`src/rtl/lrq_pkg.sv`:
```
// Package: shared request-kind encoding and field widths for the serial
// link request transmitter. Assumes the kind code is 2 bits wide.
package lrq_pkg;

    typedef enum logic [1:0] {
        KIND_CABLE     = 2'd0,
        KIND_BACKPLANE = 2'd1,
        KIND_REG_RD    = 2'd2,
        KIND_REG_WR    = 2'd3
    } req_kind_t;

    localparam int CODE_W_DEF  = 3;
    localparam int SPEED_W_DEF = 2;
    localparam int PRIO_W_DEF  = 4;
    localparam int ADDR_W_DEF  = 4;
    localparam int DATA_W_DEF  = 8;

    function automatic int max_of(input int a, input int b);
        return (a > b) ? a : b;
    endfunction

endpackage

```
`src/rtl/lrq_frame_build.sv`:
```
// Module: lrq_frame_build
// Purely combinational. Assembles the framed bit pattern for one request,
// left-aligned in a FRAME_W-bit word, together with its length in bits.
// Assumes FRAME_W is at least the longest frame length.
module lrq_frame_build
    import lrq_pkg::*;
#(
    parameter int CODE_W  = CODE_W_DEF,
    parameter int SPEED_W = SPEED_W_DEF,
    parameter int PRIO_W  = PRIO_W_DEF,
    parameter int ADDR_W  = ADDR_W_DEF,
    parameter int DATA_W  = DATA_W_DEF,
    parameter int FRAME_W = 17,
    parameter int LEN_W   = 5
) (
    input  req_kind_t            kind,
    input  logic [CODE_W-1:0]    code,
    input  logic [SPEED_W-1:0]   speed,
    input  logic [PRIO_W-1:0]    prio,
    input  logic [ADDR_W-1:0]    addr,
    input  logic [DATA_W-1:0]    wdata,
    output logic [FRAME_W-1:0]   frame,
    output logic [LEN_W-1:0]     len
);
    localparam int CAB_LEN = 2 + CODE_W + SPEED_W;
    localparam int BKP_LEN = CAB_LEN + PRIO_W;
    localparam int RD_LEN  = 2 + CODE_W + ADDR_W;
    localparam int WR_LEN  = RD_LEN + DATA_W;

    // Pick the field layout for the requested kind and left-align it.
    always_comb begin
        unique case (kind)
            KIND_CABLE: begin
                frame = FRAME_W'({1'b1, code, speed, 1'b0}) << (FRAME_W - CAB_LEN);
                len   = LEN_W'(CAB_LEN);
            end
            KIND_BACKPLANE: begin
                frame = FRAME_W'({1'b1, code, speed, prio, 1'b0}) << (FRAME_W - BKP_LEN);
                len   = LEN_W'(BKP_LEN);
            end
            KIND_REG_RD: begin
                frame = FRAME_W'({1'b1, code, addr, 1'b0}) << (FRAME_W - RD_LEN);
                len   = LEN_W'(RD_LEN);
            end
            default: begin
                frame = FRAME_W'({1'b1, code, addr, wdata, 1'b0}) << (FRAME_W - WR_LEN);
                len   = LEN_W'(WR_LEN);
            end
        endcase
    end

endmodule

```
`src/rtl/lrq_shift_out.sv`:
```
// Module: lrq_shift_out
// Loads a left-aligned frame and drives it out one bit per clock from a
// registered output, MSB first. Reports idle once the last bit is on the
// line, so a new load may follow directly. Assumes len >= 2.
module lrq_shift_out #(
    parameter int FRAME_W = 17,
    parameter int LEN_W   = 5
) (
    input  logic               clk,
    input  logic               rst_n,
    input  logic               load,
    input  logic [FRAME_W-1:0] frame,
    input  logic [LEN_W-1:0]   len,
    output logic               line_q,
    output logic               idle
);
    logic [FRAME_W-1:0] sreg_q;
    logic [LEN_W-1:0]   rem_q;

    // Bit shifter and count of bits still to drive after the current one.
    always_ff @(posedge clk) begin
        if (!rst_n) begin
            sreg_q <= '0;
            rem_q  <= '0;
            line_q <= 1'b0;
        end else if (load) begin
            line_q <= frame[FRAME_W-1];
            sreg_q <= frame << 1;
            rem_q  <= len - LEN_W'(1);
        end else if (rem_q != '0) begin
            line_q <= sreg_q[FRAME_W-1];
            sreg_q <= sreg_q << 1;
            rem_q  <= rem_q - LEN_W'(1);
        end else begin
            line_q <= 1'b0;
        end
    end

    assign idle = (rem_q == '0);


    stop_bit_low_chk: assert property (@(posedge clk) disable iff (!rst_n)
        (rem_q == LEN_W'(1)) |=> !line_q);

endmodule

```
`src/rtl/lrq_tx.sv`:
```
// Module: lrq_tx (top)
// Serial link request transmitter. Accepts one request per valid/ready
// handshake and drives its framed bits on lreq, one per clock. Assumes the
// request fields are stable in the cycle the handshake completes.
module lrq_tx
    import lrq_pkg::*;
#(
    parameter int CODE_W  = CODE_W_DEF,
    parameter int SPEED_W = SPEED_W_DEF,
    parameter int PRIO_W  = PRIO_W_DEF,
    parameter int ADDR_W  = ADDR_W_DEF,
    parameter int DATA_W  = DATA_W_DEF
) (
    input  logic               clk,
    input  logic               rst_n,
    input  logic               req_valid,
    output logic               req_ready,
    input  logic [1:0]         req_kind,
    input  logic [CODE_W-1:0]  req_code,
    input  logic [SPEED_W-1:0] req_speed,
    input  logic [PRIO_W-1:0]  req_prio,
    input  logic [ADDR_W-1:0]  req_addr,
    input  logic [DATA_W-1:0]  req_wdata,
    output logic               lreq
);
    localparam int BUS_MAX = 2 + CODE_W + SPEED_W + PRIO_W;
    localparam int REG_MAX = 2 + CODE_W + ADDR_W + DATA_W;
    localparam int FRAME_W = max_of(BUS_MAX, REG_MAX);
    localparam int LEN_W   = $clog2(FRAME_W + 1);

    logic               accept;
    logic [FRAME_W-1:0] frame;
    logic [LEN_W-1:0]   frame_len;
    logic               shifter_idle;

    assign accept    = req_valid && req_ready;
    assign req_ready = shifter_idle;

    lrq_frame_build #(
        .CODE_W(CODE_W), .SPEED_W(SPEED_W), .PRIO_W(PRIO_W),
        .ADDR_W(ADDR_W), .DATA_W(DATA_W), .FRAME_W(FRAME_W), .LEN_W(LEN_W)
    ) u_build (
        .kind  (req_kind_t'(req_kind)),
        .code  (req_code),
        .speed (req_speed),
        .prio  (req_prio),
        .addr  (req_addr),
        .wdata (req_wdata),
        .frame (frame),
        .len   (frame_len)
    );

    lrq_shift_out #(.FRAME_W(FRAME_W), .LEN_W(LEN_W)) u_shift (
        .clk    (clk),
        .rst_n  (rst_n),
        .load   (accept),
        .frame  (frame),
        .len    (frame_len),
        .line_q (lreq),
        .idle   (shifter_idle)
    );


    start_bit_high_chk: assert property (@(posedge clk) disable iff (!rst_n)
        accept |=> lreq);


    ready_drop_chk: assert property (@(posedge clk) disable iff (!rst_n)
        accept |=> !req_ready);


    idle_low_chk: assert property (@(posedge clk) disable iff (!rst_n)
        (req_ready && !req_valid) |=> !lreq);


    ready_return_chk: assert property (@(posedge clk) disable iff (!rst_n)
        (!req_ready && $past(req_ready) && !$past(accept)) |-> 1'b0);

endmodule

```
`config.mk`:
```
export PLATFORM = sky130hd
export DESIGN_NAME = lrq_tx
export DESIGN_NICKNAME = d
export VERILOG_FILES = /design/src/rtl/lrq_pkg.sv /design/src/rtl/lrq_frame_build.sv /design/src/rtl/lrq_shift_out.sv /design/src/rtl/lrq_tx.sv
export SDC_FILE = /design/constraint.sdc
export NUM_CORES = 1
export LEC_CHECK = 0
export BUFFER_PORTS_ARGS = -buffer_cell sky130_fd_sc_hd__buf_2
export CAP_MARGIN = 10
export CORE_UTILIZATION = 48
export CTS_CLUSTER_DIAMETER = 40
export DETAILED_ROUTE_END_ITERATION = 8
export PLACE_DENSITY = 0.81
export SYNTH_ARGS = -nofsm -noshare
export SYNTH_HDL_FRONTEND = slang
export SYNTH_HIERARCHICAL = 1
export SYNTH_SLANG_ARGS = --single-unit
```
`constraint.sdc`:
```
create_clock -name clk -period 3 [get_ports clk]
set_clock_uncertainty 0.2 [all_clocks]
set_input_delay 0.3 -clock clk [delete_from_list [all_inputs] [get_ports clk]]
set_output_delay 0.3 -clock clk [all_outputs]
set_load 0.02 [all_outputs]
```
==> summary.txt, run 1 <==
Status
  – Status: finished, final reports clean

Routing
  – DRC Markers: 0
  – Vias per std cell: roughly 5.3
  – Detailed Route WL: 2348 µm
  – Vias: between 1k and 1.5k
  – Final ANT Viol Nets: 0
  – WL/cell: ~12 µm
  – TritonRoute pass-1 iters: 4
  – Initial DRC count: 15

Clock tree
  – CTS tree: built
  – Latest clock arrival within the worst-skew pair: about 300 ps
  – Worst-path clk slew: 130 ps
  – Sink Count: 22
  – Post-CTS sizing: 0
  – CTS buffer count: 3
  – Number of post-CTS setup repair buffers: 0
  – Clock root buffer: clkbuf_4
  – Hold_buf cts: 0
  – CTS Buffer Depth: 2
  – H-Tree Depth: 1

Min path
  – Hold path cells: 3
  – Hold crit path type: primary input to register
  – Hold Crit Start: req_code[0]
  – Hold path endpoint: u_shift/sreg_q[14]

Power
  – Static Leak: between 0.6 and 0.7 nW
  – Peak VDD IR: roughly 0.52 mV
  – Tot Pwr: about 0.0014 W
  – Pwr dens: about 940 nW/µm²

Global route
  – Vias in the first global route: 994
  – Total gr overflow: 0
  – First-pass GRT wire length: about 4100 µm
  – Pin count of the biggest net entering global routing: 22
  – GRT Util Overall: about a fifth
  – Initial antenna violation count: 0

STA
  – Final Max Slew Viols: 0
  – Tmin final: about 2700 ps
  – RSZ-0062 raised after global routing: false
  – Fmax achieved: around 370 MHz
  – Final setup vio count: 0
  – TNS Setup: 0 ps
  – Fin. Hold Viols: 0
  – Final period utilization: 90.53%

Floorplan
  – Die W: 54.22 µm
  – Die Y: 54.22 µm
  – I/O pin count: 28
  – Die area: around 2900 µm²
  – Area of the core: between 2000 and 3000 µm²
  – Initial Util: 51.88%
  – Row cnt: 18

Worst setup path
  – Crit Reg-Reg Endpoint: u_shift/rem_q[4]
  – Reg2Reg Setup Slack: 280 ps
  – Critical path arrival: between 2000 and 3000 ps
  – Crit-path max FO: 6
  – R2R cell count: 9
  – CP Class: register to register
  – Worst R2R Start: u_shift/rem_q[1]
  – CP required: around 3000 ps
  – Critical Path Source Type: register
  – Critical Path End Type: register

Placed design
  – Post-DP HPWL: roughly 1800 µm
  – I/O Buffers: 27
  – RD Place Congestion: between 0.7 and 0.8

Flow run
  – MaxCap Viol Count: 0

Final layout
  – Proportion of layout cells with a drive suffix above 1: approximately 28%
  – Filler cell count: ~220
  – Nets: 197
  – Diode count: 0
  – P&R area growth vs syn: 11.09%

Yosys
  – Synth Register Bits: 22
  – Mapped Cells: 144
  – Synth warnings: 6
  – Mapped Area: ~1300 µm²
  – Post-synthesis cell type count: 34
  – Sequential fraction of the synthesis area: 33.65%
  – Syn_area_per_cell: between 9 and 10 µm²
-- stage by stage --
step                instances  utilization [%]  area (µm²)  setup slack (ps)  hold slack (ps)
finish                    194            57.64        1454             284.0            66.32
global route              194            57.64        1454             116.5            68.15
CTS                       194            57.49        1450             149.6            58.09
detailed placement        190            55.41        1398             168.8            277.9
global placement          190            55.41        1398             292.7            276.9
floorplan                 145                -        1314             75.73            246.0
-- critical path, stage by stage (launching register included) --
cell     delay, ps
dfxtp_1        350
or2_0          220
or4_4          510
inv_12          70
and2_1         240
mux2i_1        220
ha_1           240
o21ai_1        130
xnor2_1        150
a32o_1         280
-- cell type report --
class | count | area [µm²] | area share [%]
Clock buffer | 3 | 22.52 | 1.549
Clock inverter | 1 | 30.03 | 2.065
Inverter | 5 | 31.28 | 2.151
Multi-Input combinational cell | 103 | 734.5 | 50.52
Sequential cell | 22 | 440.4 | 30.29
Tap cell | 30 | 37.54 | 2.582
Timing Repair Buffer | 30 | 157.7 | 10.84
-- power by group --
part / internal [W] / switching (W)
Clock: 0.000135 / 0.0000893
Sequential: 0.000402 / 0.0000567
Combinational: 0.000320 / 0.000360
-- layout by cell type (no fill, tap or decap), drive strengths merged, types with 2 or more instances in the layout --
cell type	netlist	routed
a21boi	2	2
a21oi	15	15
a22o	5	5
and2	8	8
buf	9	30
clkbuf	6	3
conb	2	3
dfxtp	22	22
ha	6	6
inv	5	5
mux2i	18	18
nand2	5	5
nor2	3	3
nor3	2	2
nor3b	2	2
o21ai	19	19
or2	2	2
xnor2	4	4
-- synthesized netlist by cell type (all sizes together) --
master	instances	area, µm²
xnor2	4	35.03
inv	5	31.28
and2	8	57.55
o21ai	19	95.09
nand3	1	5.000
ha	6	75.07
xor2	1	8.760
clkbuf	6	22.52
a22o	5	45.04
dfxtp	22	440.4
or2	2	15.02
o31ai	1	7.510
a32o	1	10.01
a21oi	15	75.07
mux2i	18	180.2
nand3b	1	7.510
nor3	2	10.01
or4	1	7.510
a21boi	2	15.01
and2b	1	8.760
conb	2	7.510
nand2	5	18.77
and3	1	6.260
nor2	3	11.26
buf	9	87.58
nor3b	2	15.01
o21ba	1	10.01
-- layer usage --
| layer | track usage (%) | vias to the layer above | part of all wire (%) |
|---|---|---|---|
| li1 | - | 534 | - |
| met1 | 21.49 | 462 | 47 |
| met2 | 35.57 | 29 | 48 |
| met3 | 2.500 | 2 | 4.0 |
| met4 | 10.68 | 0 | 1.1 |
| met5 | 0 | - | 0 |
-- registers in the layout, summed over array words and instances (netlist names) --
register and flops:
u_shift/sreg_q 16, u_shift/line_q 1, u_shift/rem_q 5
-- worst max path at each step --
| stage | slack [ps] | start | end | cells after the start |
|---|---|---|---|---|
| after floorplan | 80 | u_shift/rem_q[2] | u_shift/rem_q[4] | 12 |
| after detailed placement | 170 | u_shift/rem_q[1] | u_shift/rem_q[4] | 9 |
| after global placement | 290 | u_shift/rem_q[2] | u_shift/rem_q[4] | 9 |
| after global routing | 120 | u_shift/rem_q[2] | u_shift/rem_q[4] | 9 |
| final | 280 | u_shift/rem_q[1] | u_shift/rem_q[4] | 9 |
| after CTS | 150 | u_shift/rem_q[1] | u_shift/rem_q[4] | 9 |
-- cell families (layout without fill, tap and decap cells) --
kind of cell	Yosys count	count (layout)	share of synthesized area, %
adder cells (fa/ha/maj)	6	6	5.736
other	2	3	0.5738
AO/OA/AOI/OAI	44	44	19.69
AND/OR/NAND/NOR	27	27	12.43
multiplexers	18	18	13.77
flip-flops	22	22	33.65
XOR/XNOR	5	5	3.346
buffers and inverters	20	39	10.80
No activity file was read; power rests on OpenSTA's default activity.
==> run 2: changes to the inputs <==
Settings changed: CORE_MARGIN set to 2.
==> summary.txt, run 2 (synthesis results as in run 1) <==
Status
  – Status: finished, final reports clean (unchanged)

Power
  – Tot Pwr: 0.001364 W (was 0.001363 W)
  – Peak VDD IR: 0.5411 mV (was 0.5222 mV)
  – Static Leak: 0.6425 nW (unchanged)
  – Pwr dens: 938.0 nW/µm² (was 937.7 nW/µm²)

Routing
  – DRC Markers: 0 (unchanged)
  – TritonRoute pass-1 iters: 4 (unchanged)
  – Final ANT Viol Nets: 0 (unchanged)
  – Detailed Route WL: 2402 µm (was 2348 µm)
  – WL/cell: 12.38 µm (was 12.10 µm)
  – Vias: 1022 (was 1027)
  – Initial DRC count: 17 (was 15)
  – Vias per std cell: 5.268 (was 5.294)

Worst setup path
  – Critical Path End Type: register (unchanged)
  – Crit-path slowest cell: or4_4 (unchanged)
  – Max incr delay on CP: 510 ps (about the same)
  – Crit-path cells: or2_0, or4_4, inv_12, and2_1, mux2i_1, ha_1, o21ai_1, xnor2_1, a32o_1 (unchanged)
  – Reg2Reg Setup Slack: 300 ps (was 280 ps)
  – CP Launch Point: u_shift/rem_q[2] (was u_shift/rem_q[1])
  – R2R cell count: 9 (unchanged)
  – Crit path buf inv count: 1 (unchanged)
  – Worst R2R Start: u_shift/rem_q[2] (was u_shift/rem_q[1])
  – Crit-path max FO: 6 (unchanged)
  – Worst Setup EP: u_shift/rem_q[4] (unchanged)
  – Crit Reg-Reg Endpoint: u_shift/rem_q[4] (unchanged)
  – Critical path arrival: 2710 ps (was 2720 ps)
  – Critical Path Source Type: register (unchanged)
  – CP required: 3010 ps (was 3000 ps)
  – CP Class: register to register (unchanged)
  – Crit-path leading delay family: simple AND/OR/NAND/NOR gates (unchanged)
  – Levels on crit path: 9 (unchanged)

STA
  – RSZ-0062 raised after global routing: false (unchanged)
  – Final setup vio count: 0 (unchanged)
  – Final period utilization: 89.99% (was 90.53%)
  – Final Max Slew Viols: 0 (unchanged)
  – Tmin final: 2700 ps (was 2716 ps)
  – TNS Setup: 0 ps (unchanged)
  – Fin. Hold Viols: 0 (unchanged)
  – Fmax achieved: 370.4 MHz (was 368.2 MHz)

Floorplan
  – Die area: 3160 µm² (was 2939 µm²)
  – Row cnt: 18 (unchanged)
  – I/O pin count: 28 (unchanged)
  – Area of the core: 2522 µm² (unchanged)
  – Die W: 56.22 µm (was 54.22 µm)
  – Die Y: 56.22 µm (was 54.22 µm)
  – Initial Util: 51.88% (unchanged)

Placed design
  – RD Place Congestion: 0.7608 (was 0.7772)
  – I/O Buffers: 27 (unchanged)
  – Placed cell area: 1398 µm² (unchanged)
  – Post-DP HPWL: 1845 µm (was 1818 µm)

Final layout
  – Max reg flops: 16 (unchanged)
  – Filler cell count: 236 (was 223)
  – Diode count: 0 (unchanged)
  – Most frequent cells in the layout: buf_2 (27), dfxtp_1 (22), mux2i_1 (18), o21ai_0 (16), a21oi_1 (15) (unchanged)
  – Total area of sequential cells: 440.4 µm² (unchanged)
  – Proportion of layout cells with a drive suffix above 1: 28.05% (unchanged)
  – Largest regs: u_shift/sreg_q x16, u_shift/rem_q x5, u_shift/line_q x1 (unchanged)
  – Fin area: 1454 µm² (unchanged)
  – Most common cell after layout, fill and taps aside: buf_2 (unchanged)
  – Nets: 197 (unchanged)
  – Largest register by flop count: u_shift/sreg_q (unchanged)
  – Area occupied by multi-input gates: 734.5 µm² (unchanged)
  – P&R area growth vs syn: 11.09% (unchanged)

Global route
  – Initial antenna violation count: 0 (unchanged)
  – First-pass GRT wire length: 4250 µm (was 4071 µm)
  – Total gr overflow: 0 (unchanged)
  – GRT Util Overall: 16.80% (was 19.48%)
  – Vias in the first global route: 1049 (was 994)
  – Pin count of the biggest net entering global routing: 22 (unchanged)

Min path
  – Hold crit path type: primary input to register (unchanged)
  – Hold Crit Start: req_code[0] (unchanged)

Clock tree
  – Worst-path clk slew: 120 ps (was 130 ps)
  – H-Tree Depth: 1 (unchanged)
  – Latest clock arrival within the worst-skew pair: 300 ps (about the same)
  – Post-CTS sizing: 0 (unchanged)
  – Number of post-CTS setup repair buffers: 0 (unchanged)
  – Hold_buf cts: 0 (unchanged)
  – CTS tree: built (unchanged)
  – CTS Buffer Depth: 2 (unchanged)
  – Sink Count: 22 (unchanged)
  – Clock root buffer: clkbuf_4 (unchanged)
  – CTS buffer count: 3 (unchanged)

Flow run
  – MaxCap Viol Count: 0 (unchanged)
## run 2: cell type report
class	instances	share of cell area [%]
Multi-Input combinational cell	103	50.52
Inverter	5	2.151
Tap cell	30	2.582
Clock buffer	3	1.549
Timing Repair Buffer	30	10.84
Clock inverter	1	2.065
Sequential cell	22	30.29
## run 2: worst min path at each step
stage / cells past startpoint / endpoint / slack, ps
6_report: 3 / u_shift/sreg_q[14] / 80
5_1_grt: 3 / u_shift/sreg_q[16] / 90
4_1_cts: 3 / u_shift/sreg_q[14] / 60
3_5_place_dp: 2 / u_shift/line_q / 280
3_3_place_gp: 2 / u_shift/line_q / 280
2_1_floorplan: 2 / u_shift/line_q / 250
## run 2: per-layer routing
| layer | GRT usage (%) | part of all wire [%] | up-vias |
|---|---|---|---|
| li1 | - | - | 535 |
| met1 | 18.80 | 45 | 456 |
| met2 | 30.92 | 48 | 29 |
| met3 | 2.093 | 5.1 | 2 |
| met4 | 8.163 | 1.2 | 0 |
| met5 | 0 | 0 | - |
## run 2: worst min-delay path, cell delays in order
cell	delay, ps
buf_2	80
o21ai_0	70
a21oi_1	110
## run 2: through the flow
stage	instances	worst slack (ps)	hold slack (ps)	util (%)
after detailed placement	190	179.3	282.6	55.41
after global routing	194	121.6	87.61	57.64
after floorplan	145	75.73	246.0	-
after CTS	194	144.2	63.17	57.49
final	194	300.2	77.74	57.64
after global placement	190	292.9	277.0	55.41
## run 2: report_power, final
group / switching [W] / leakage [nW] / internal (W)
registers: 0.0000592 / 0.181 / 0.000402
logic: 0.000357 / 0.434 / 0.000320
clock network: 0.0000898 / 0.0279 / 0.000135
total: 0.000506 / 0.643 / 0.000857
